<file path="src/rtl/irq_ctrl_pkg.sv">
package irq_ctrl_pkg;

    localparam int DATA_W = 32;
    localparam int ADDR_W = 5;

    // word index of each register (byte address bits [4:2])
    typedef enum logic [2:0] {
        SEL_STATUS  = 3'd0,
        SEL_PENDING = 3'd1,
        SEL_ENABLE  = 3'd2,
        SEL_ACK     = 3'd3,
        SEL_EN_SET  = 3'd4,
        SEL_EN_CLR  = 3'd5,
        SEL_VECTOR  = 3'd6,
        SEL_MASTER  = 3'd7
    } reg_sel_e;

    localparam int MST_OUT_BIT = 0;
    localparam int MST_ARM_BIT = 1;

endpackage

</file>
<file path="src/rtl/irq_capture.sv">
module irq_capture #(
    parameter int          NUM_IN    = 8,
    parameter logic [31:0] EDGE_MASK = 32'h0000_000F
) (
    input  logic              clk,
    input  logic              rst_n,
    input  logic [NUM_IN-1:0] irq_in,
    input  logic              arm_i,
    input  logic [NUM_IN-1:0] ack_mask_i,
    output logic [NUM_IN-1:0] status_o
);

    localparam logic [NUM_IN-1:0] EDG_BITS = EDGE_MASK[NUM_IN-1:0];
    localparam logic [NUM_IN-1:0] LVL_BITS = ~EDG_BITS;

    typedef struct packed {
        logic [NUM_IN-1:0] status;
        logic [NUM_IN-1:0] prev;
    } cap_t;

    cap_t cap_d, cap_q;
    logic [NUM_IN-1:0] hit;
    logic [NUM_IN-1:0] hit_gated;

    // per-input sensitivity chosen at build time
    for (genvar i = 0; i < NUM_IN; i++) begin : g_sense
        if (EDGE_MASK[i]) begin : g_edge
            assign hit[i] = irq_in[i] & ~cap_q.prev[i];
        end else begin : g_level
            assign hit[i] = irq_in[i];
        end
    end

    assign hit_gated = arm_i ? hit : '0;

    always_comb begin
        cap_d        = cap_q;
        cap_d.prev   = irq_in;
        // a new request outranks an acknowledge in the same cycle
        cap_d.status = (cap_q.status & ~ack_mask_i) | hit_gated;
    end

    always_ff @(posedge clk or negedge rst_n) begin
        if (!rst_n) begin
            cap_q <= '0;
        end else begin
            cap_q <= cap_d;
        end
    end

    assign status_o = cap_q.status;

    p_ack_clear_r4: assert property (@(posedge clk) disable iff (!rst_n)
        (|ack_mask_i) |=> ((status_o & $past(ack_mask_i & ~hit_gated)) == '0));

    p_level_hold_r5: assert property (@(posedge clk) disable iff (!rst_n)
        arm_i |=> ((status_o & $past(irq_in & LVL_BITS)) == $past(irq_in & LVL_BITS)));

    p_edge_wins_r6: assert property (@(posedge clk) disable iff (!rst_n)
        arm_i |=> ((status_o & $past(irq_in & ~cap_q.prev & EDG_BITS))
                   == $past(irq_in & ~cap_q.prev & EDG_BITS)));

    p_no_capture_r11: assert property (@(posedge clk) disable iff (!rst_n)
        !arm_i |=> ((status_o & ~$past(status_o)) == '0));

endmodule

</file>
<file path="src/rtl/irq_prio_enc.sv">
module irq_prio_enc #(
    parameter int NUM_IN = 8,
    parameter int IDX_W  = 3
) (
    input  logic [NUM_IN-1:0] req_i,
    output logic [IDX_W-1:0]  idx_o,
    output logic              valid_o
);

    // scan from the top so the lowest set bit is written last
    always_comb begin
        idx_o   = '0;
        valid_o = |req_i;
        for (int i = NUM_IN - 1; i >= 0; i--) begin
            if (req_i[i]) begin
                idx_o = IDX_W'(i);
            end
        end
    end

endmodule

</file>
<file path="src/rtl/irq_ctrl_top.sv">
module irq_ctrl_top
    import irq_ctrl_pkg::*;
#(
    parameter int          NUM_IN    = 8,
    parameter logic [31:0] EDGE_MASK = 32'h0000_000F
) (
    input  logic              clk,
    input  logic              rst_n,
    input  logic [NUM_IN-1:0] irq_in,
    input  logic              bus_we,
    input  logic [4:0]        bus_addr,
    input  logic [31:0]       bus_wdata,
    output logic [31:0]       bus_rdata,
    output logic              irq_out
);

    localparam int IDX_W = (NUM_IN > 1) ? $clog2(NUM_IN) : 1;

    typedef struct packed {
        logic [NUM_IN-1:0] enable;
        logic [1:0]        master;
    } ctl_t;

    ctl_t ctl_d, ctl_q;

    reg_sel_e          sel;
    logic              aligned;
    logic              wr_hit;
    logic [NUM_IN-1:0] wmask;
    logic [NUM_IN-1:0] ack_mask;
    logic [NUM_IN-1:0] status;
    logic [NUM_IN-1:0] pending;
    logic [IDX_W-1:0]  vec_idx;
    logic              vec_valid;
    logic              unused_wdata;

    assign sel          = reg_sel_e'(bus_addr[4:2]);
    assign aligned      = (bus_addr[1:0] == 2'b00);
    assign wr_hit       = bus_we & aligned;
    assign wmask        = bus_wdata[NUM_IN-1:0];
    assign unused_wdata = ^bus_wdata;
    assign ack_mask     = (wr_hit && sel == SEL_ACK) ? wmask : '0;

    irq_capture #(
        .NUM_IN    (NUM_IN),
        .EDGE_MASK (EDGE_MASK)
    ) u_capture (
        .clk        (clk),
        .rst_n      (rst_n),
        .irq_in     (irq_in),
        .arm_i      (ctl_q.master[MST_ARM_BIT]),
        .ack_mask_i (ack_mask),
        .status_o   (status)
    );

    assign pending = status & ctl_q.enable;

    irq_prio_enc #(
        .NUM_IN (NUM_IN),
        .IDX_W  (IDX_W)
    ) u_prio (
        .req_i   (pending),
        .idx_o   (vec_idx),
        .valid_o (vec_valid)
    );

    always_comb begin
        ctl_d = ctl_q;
        if (wr_hit) begin
            case (sel)
                SEL_ENABLE: ctl_d.enable = wmask;
                SEL_EN_SET: ctl_d.enable = ctl_q.enable | wmask;
                SEL_EN_CLR: ctl_d.enable = ctl_q.enable & ~wmask;
                SEL_MASTER: ctl_d.master = bus_wdata[1:0];
                default:    ctl_d = ctl_q;
            endcase
        end
    end

    always_ff @(posedge clk or negedge rst_n) begin
        if (!rst_n) begin
            ctl_q <= '0;
        end else begin
            ctl_q <= ctl_d;
        end
    end

    always_comb begin
        bus_rdata = '0;
        if (aligned) begin
            case (sel)
                SEL_STATUS:  bus_rdata = DATA_W'(status);
                SEL_PENDING: bus_rdata = DATA_W'(pending);
                SEL_ENABLE:  bus_rdata = DATA_W'(ctl_q.enable);
                SEL_VECTOR:  bus_rdata = vec_valid ? DATA_W'(vec_idx) : '1;
                SEL_MASTER:  bus_rdata = DATA_W'(ctl_q.master);
                default:     bus_rdata = '0;
            endcase
        end
    end

    assign irq_out = ctl_q.master[MST_OUT_BIT] & vec_valid;

    p_set_only_r7: assert property (@(posedge clk) disable iff (!rst_n)
        (wr_hit && sel == SEL_EN_SET) |=>
        ((ctl_q.enable & $past(wmask)) == $past(wmask)) &&
        ((ctl_q.enable & ~$past(wmask)) == ($past(ctl_q.enable) & ~$past(wmask))));

    p_clr_only_r7: assert property (@(posedge clk) disable iff (!rst_n)
        (wr_hit && sel == SEL_EN_CLR) |=>
        ((ctl_q.enable & $past(wmask)) == '0) &&
        ((ctl_q.enable & ~$past(wmask)) == ($past(ctl_q.enable) & ~$past(wmask))));

    p_vec_win_r10: assert property (@(posedge clk) disable iff (!rst_n)
        vec_valid |-> pending[vec_idx]);

    p_vec_none_r10: assert property (@(posedge clk) disable iff (!rst_n)
        !vec_valid |-> (status & ctl_q.enable) == '0);

    p_out_gate_r11: assert property (@(posedge clk) disable iff (!rst_n)
        !ctl_q.master[MST_OUT_BIT] |-> !irq_out);

endmodule

</file>
<file path="config.mk">
export PLATFORM = sky130hd
export DESIGN_NAME = irq_ctrl_top
export DESIGN_NICKNAME = d
export VERILOG_FILES = /design/src/rtl/irq_ctrl_pkg.sv /design/src/rtl/irq_capture.sv /design/src/rtl/irq_prio_enc.sv /design/src/rtl/irq_ctrl_top.sv
export SDC_FILE = /design/constraint.sdc
export NUM_CORES = 1
export LEC_CHECK = 0
export ABC_AREA = 1
export BUFFER_PORTS_ARGS = -buffer_cell sky130_fd_sc_hd__buf_2
export CORE_UTILIZATION = 44
export CTS_CLUSTER_SIZE = 30
export DETAILED_ROUTE_END_ITERATION = 6
export PLACE_DENSITY = 0.8
export SETUP_SLACK_MARGIN = 0.02
export SYNTH_ARGS = -nofsm -noshare
export SYNTH_HDL_FRONTEND = slang
export SYNTH_SLANG_ARGS = --single-unit
</file>
<file path="constraint.sdc">
create_clock -name clk -period 5.1 [get_ports clk]
set_clock_uncertainty 0.05 [all_clocks]
set_input_delay 1.53 -clock clk [delete_from_list [all_inputs] [get_ports clk]]
set_output_delay 1.53 -clock clk [all_outputs]
set_load 0.005 [all_outputs]
</file>
==> results of run 1 <==
-- per-stage QoR --
stage	setup WS, ns	instances
3_3_place_gp	0.689	271
5_1_grt	0.434	275
4_1_cts	0.663	275
6_report	0.671	275
2_1_floorplan	0.254	194
3_5_place_dp	0.672	271
-- report_power, final --
part	internal [mW]	switching, mW	leakage, nW
Clock	0.0795	0.0548	0.0279
Combinational	0.0534	0.0849	0.617
Sequential	0.212	0.0370	0.247
-- Yosys cell counts (all sizes together) --
master / instances
clkinv: 1
nand3: 2
nor2: 18
inv: 27
nor3: 1
buf: 23
o21ai: 11
nand2: 50
o22ai: 8
nand4: 1
o211ai: 8
dfrtp: 22
or2: 1
clkbuf: 1
a31oi: 7
a21oi: 13
-- cells in the final DEF (no fill, tap or decap), types with 7 or more instances in the layout --
cell / n
nor2_1: 16
dfrtp_1: 22
o211ai_1: 8
a21oi_1: 13
o21ai_0: 10
o22ai_1: 8
nand2_1: 49
a31oi_1: 7
inv_1: 26
buf_2: 56
-- worst register-to-register path: stages, from the launching register on --
cell	delay, ns
dfrtp_1	0.47
inv_1	0.20
nor2_1	0.06
nand2_1	0.06
nand2_1	0.05
-- layout make-up --
| class | instances | area [um2] | area share (%) |
|---|---|---|---|
| multi-input combinational | 120 | 578 | 35.5 |
| sequential | 22 | 551 | 33.8 |
| timing repair buffer | 57 | 288 | 17.7 |
| clock inverter | 1 | 30.0 | 1.84 |
| inverter | 28 | 105 | 6.45 |
| clock buffer | 3 | 22.5 | 1.38 |
| tap | 44 | 55.1 | 3.38 |
-- state kept, by name, summed over array words and instances (netlist names) --
name / count
ctl_q: 10
u_capture.cap_q: 4
u_capture.status_o: 8
-- per-layer routing --
| metal | up-vias | share of wire [%] | GRT usage, % |
|---|---|---|---|
| met3 | 5 | 7.1 | 2.20 |
| li1 | 685 | - | - |
| met1 | 574 | 46 | 27.1 |
| met4 | 0 | 1.3 | 7.14 |
| met5 | - | 0 | 0 |
| met2 | 54 | 46 | 31.9 |
-- kinds of logic (layout without fill, tap and decap cells) --
family	Yosys count	after routing	share of synthesized area, %
AO/OA/AOI/OAI	47	47	19.7
flip-flops	22	22	39.0
buffers and inverters	52	89	20.0
AND/OR/NAND/NOR	73	73	21.3
-- worst min-delay path by stage --
stage                            startpoint                               to  slack (ns)  cells after the start
2_1_floorplan          ctl_q[0]$_DFFE_PN0P_             ctl_q[0]$_DFFE_PN0P_        0.40                      2
5_1_grt        u_capture.cap_q[1]$_DFF_PN0_  u_capture.status_o[1]$_DFF_PN0_        0.48                      3
6_report       u_capture.cap_q[1]$_DFF_PN0_  u_capture.status_o[1]$_DFF_PN0_        0.44                      3
3_3_place_gp           ctl_q[0]$_DFFE_PN0P_             ctl_q[0]$_DFFE_PN0P_        0.42                      2
3_5_place_dp   u_capture.cap_q[0]$_DFF_PN0_  u_capture.status_o[0]$_DFF_PN0_        0.43                      3
4_1_cts        u_capture.cap_q[1]$_DFF_PN0_  u_capture.status_o[1]$_DFF_PN0_        0.45                      3
==> impl_results.md, run 1 <==
* Slew @ Worst Pin at 0.672 ns
* Critical Path, Cell by Cell: buf_2 > inv_2 > nand2_2 > nor2_4 > nand2_1 > nor2_1 > inv_1 > nor2_1 > buf_4 > buf_2
* Slew Viols, Final at 0
* H-tree depth at 1
* Worst IR drop on VDD at 0.196 mV
* Drt wl/cell at 11.3 um
* Final hold vios at 0
* Top-level port count at 81
* Sequential area share after synthesis at 39.0%
* Pin count of the biggest net entering global routing at 25
* Initial core utilization at 46.2%
* RePlAce Congestion at 0.814
* LEAKAGE at 0.892 nW
* R2R setup slack at 4.11 ns
* Critical path depth at 10
* Via count at 1318
* Final core utilization at 53.4%
* Global-route wire length before repair at 5.08 mm
* Highest clock rate at 0.226 GHz
* Setup TNS at 0 ns
* WL final at 3.12 mm
* Routed Antenna Nets at 0
* Register bit count reported by yosys at 22
* Worst path slowest cell: buf_4
* PwrDens at 320 nW/um2
* Total power at 0.522 mW
* Area Overhead vs Synth at 15.4%
* Top post-synthesis cells by area: dfrtp_1 (39%), nand2_1 (13%), buf_4 (12%), inv_1 (6.9%), a21oi_1 (4.6%)
* N_diodes at 0
* Fin Hold WS at 0.439 ns
* Post-Syn Area at 1410 um2
* Share of the synthesized area in the top cell type at 39.0%
* Clock root buffer: clkbuf_4
* Die H at 58.6 um
* CP top delay family: buffers and inverters
* Vias in the first global route at 1152
* Cell count after synthesis at 194
* R2r worst-path depth at 4
* Post-CTS setup repair buffer count at 0
* Syn_area_per_cell at 7.28 um2
* Num CTS Buffers at 3
* Syn_nets at 242
* Post-cts sizing count at 0
* WP buf/inv at 5
* Arrival @ worst endpoint at 2.85 ns
* Number of distinct library cells after synthesis at 20
* FP Rows at 20
* Tot GR Track Use at 19.6%
* Worst path max stage delay at 0.21 ns
* Synth Warn # at 0
* Maxcap violations at 0
* Final min period at 4.43 ns
* Crit path launch: bus_addr[2]
* Max FO, Critical Path at 24
* Reg2reg end: u_capture.status_o[0]$_DFF_PN0_
* Die area at 3440 um2
* Core area at 3050 um2
* Placed Instance Area at 1580 um2
* Sink Count at 22
* Dpl hpwl at 2.39 mm
* Unrepaired setup endpoints after global routing: false
* CTS tree: built
* Layout cells sized above 1 at 29.0%
* Fillers at 317
* Clock Path Buffers at 2
* Grt ovf at 0
* WP data required at 3.52 ns
* Crit path to: bus_rdata[21]
* First-pass DRT Iterations at 4
* Final period util at 86.8%
* Drt drc at 0
* PortBufs at 56
* Initial antenna violation count at 0
* Die X at 58.6 um
* Status: completed
* Area leader, netlist: dfrtp_1
* Worst-skew pair later-pin latency at 0.32 ns
* Crit path capture type: primary output
* Hold_buf cts at 0
* Post-layout net count at 280
* CP Launch Type: input port
* HP Class: reg -> reg
* DR vias/cell at 4.79
* Final setup violation count at 0
* Design Area, Final at 1630 um2
* RR Startpoint: ctl_q[1]$_DFFE_PN0P_
* Slew margin rel. at 55.0%
* Clk pin slew, worst setup/hold paths at 0.11 ns
* Critical path class: in -> out
* DRT iter0 DRCs at 60
Note: power is estimated with default switching activity, not from simulation.
==> run 2: changes to the inputs <==
--- a/config.mk
+++ b/config.mk
@@ -7,10 +7,11 @@
 export LEC_CHECK = 0
 export ABC_AREA = 1
 export BUFFER_PORTS_ARGS = -buffer_cell sky130_fd_sc_hd__buf_2
-export CORE_UTILIZATION = 44
+export CORE_UTILIZATION = 45
+export CTS_BUF_LIST = sky130_fd_sc_hd__clkbuf_2
 export CTS_CLUSTER_SIZE = 30
 export DETAILED_ROUTE_END_ITERATION = 6
-export PLACE_DENSITY = 0.8
+export PLACE_DENSITY = 0.82
 export SETUP_SLACK_MARGIN = 0.02
 export SYNTH_ARGS = -nofsm -noshare
 export SYNTH_HDL_FRONTEND = slang
==> run 2 against run 1 <==
Compared with the run above:
- the flow now finishes with violations (design-rule violations)
- total power shrank 13%
- register-to-register slack hardly changed
- critical path depth is the same
- combinational power barely moved
- critical path type unchanged
==> impl_results.md, run 2 (synthesized netlist as in run 1, its figures left out) <==
* Setup TNS at 0 ns
* Switching Fraction at 37.7%
* Worst-skew pair later-pin latency at 0.32 ns
* WL final at 2.90 mm
* Failing checks: design-rule violations
* Layout cells sized above 1 at 28.6%
* WP data required at 3.52 ns
* Critical path class: in -> out
* RePlAce Congestion at 0.879
* Most frequent cells in the layout: buf_2 (56), nand2_1 (49), inv_1 (26), dfrtp_1 (22), nor2_1 (16)
* CTS tree: built
* Final hold vios at 0
* Worst IR drop on VDD at 0.169 mV
* Met1 Routed Length at 1.36 mm
* Initial core utilization at 49.5%
* Global-route wire length before repair at 4.84 mm
* Placed Instance Area at 1560 um2
* Final setup violation count at 0
* Met2 Wirelength at 1.35 mm
* Die H at 58.0 um
* Slew @ Worst Pin at 0.671 ns
* Commonest non-fill, non-tap cell in the layout: buf_2
* Crit path launch: bus_addr[2]
* RR Startpoint: ctl_q[1]$_DFFE_PN0P_
* Num CTS Buffers at 3
* Clock Path Buffers at 2
* PortBufs at 56
* Sink Count at 22
* HP Class: reg -> reg
* Sw power at 0.171 mW
* Die X at 58.0 um
* Design Area, Final at 1580 um2
* Arrival @ worst endpoint at 2.85 ns
* Maxcap violations at 0
* Drt drc at 7
* First-pass DRT Iterations at 6
* Clock root buffer: clkbuf_2
* Slew Viols, Final at 0
* Post-layout net count at 280
* Final min period at 4.43 ns
* Crit path capture type: primary output
* DRT iter0 DRCs at 13
* Drt wl/cell at 11.1 um
* CP Launch Type: input port
* Biggest register: ctl_q
* Routed met3 length at 155 um
* Grt ovf at 0
* Hold_buf cts at 0
* N_diodes at 0
* Unrepaired setup endpoints after global routing: false
* H-tree depth at 1
* Clock share of power at 14.8%
* Routed Antenna Nets at 0
* R2r worst-path depth at 4
* Dpl hpwl at 2.30 mm
* Largest register FFs at 10
* Max layer used: met4
* DR vias/cell at 5.05
* Highest clock rate at 0.226 GHz
* Via count at 1322
* LEAKAGE at 0.878 nW
* Area Overhead vs Synth at 11.9%
* Post-cts sizing count at 0
* Die area at 3360 um2
* Final period util at 86.8%
* Reg power frac at 54.7%
* Hold Crit Depth at 3
* Comb power frac at 30.6%
* PwrDens at 287 nW/um2
* Max FO, Critical Path at 24
* Slew margin rel. at 55.1%
* Tot GR Track Use at 18.6%
* Internal at 0.282 mW
* Clk pin slew, worst setup/hold paths at 0.19 ns
* Initial antenna violation count at 0
* Top-level port count at 81
* Total power at 0.453 mW
* Vias in the first global route at 1133
* Core area at 2850 um2
* Post-CTS setup repair buffer count at 0
* Worst Hold Launch: u_capture.cap_q[3]$_DFF_PN0_
* Status: finished, violations left
* FP Rows at 19
* Pin count of the biggest net entering global routing at 25
-- run 2: stage by stage --
step                      utilization, %  instances  hold WS [ns]  setup WS [ns]
final                               55.4        262         0.436          0.673
after global placement              54.7        258         0.417          0.681
after CTS                           55.4        262         0.432          0.683
after global routing                55.4        262         0.480          0.490
after detailed placement            54.7        258         0.423          0.692
after floorplan                        -        194         0.403          0.254
-- run 2: worst max-delay path, cell delays in order --
cell     delay, ns
buf_2         0.14
inv_2         0.12
nand2_2       0.12
nor2_4        0.14
nand2_1       0.07
nor2_1        0.15
inv_1         0.13
nor2_1        0.10
buf_4         0.21
buf_2         0.14
-- run 2: final timing paths --
kind                                                   end  slack [ns]
hold reg to reg            u_capture.status_o[3]$_DFF_PN0_        0.44
hold / removal             u_capture.status_o[3]$_DFF_PN0_        0.44
setup reg to reg           u_capture.status_o[0]$_DFF_PN0_        4.11
setup / recovery                             bus_rdata[27]        0.67
max in group asynchronous     u_capture.cap_q[2]$_DFF_PN0_        3.59
min in group asynchronous             ctl_q[4]$_DFFE_PN0P_        1.08
-- run 2: power groups by stage --
stage	Clock, mW	Combinational [mW]	Sequential, mW
after floorplan	0	0.101	0.239
after global routing	0.0747	0.162	0.252
after CTS	0.0680	0.140	0.246
final	0.0669	0.139	0.248
after detailed placement	0	0.139	0.250
after global placement	0	0.134	0.249
-- run 2: layer usage --
layer / vias up / GRT usage [%]
li1: 687 / -
met5: - / 0
met1: 585 / 25.2
met4: 0 / 9.86
met2: 45 / 29.7
met3: 5 / 1.56
-- run 2: final cells by class --
| class | instances | area (um2) |
|---|---|---|
| fillers | 287 | 1270 |
| multi-input cells | 120 | 578 |
| flip-flops and latches | 22 | 551 |
| repair buffers | 57 | 288 |
| inverters | 28 | 105 |
| well taps | 31 | 38.8 |
| clock buffers | 3 | 15.0 |
| clock inverters | 1 | 3.75 |
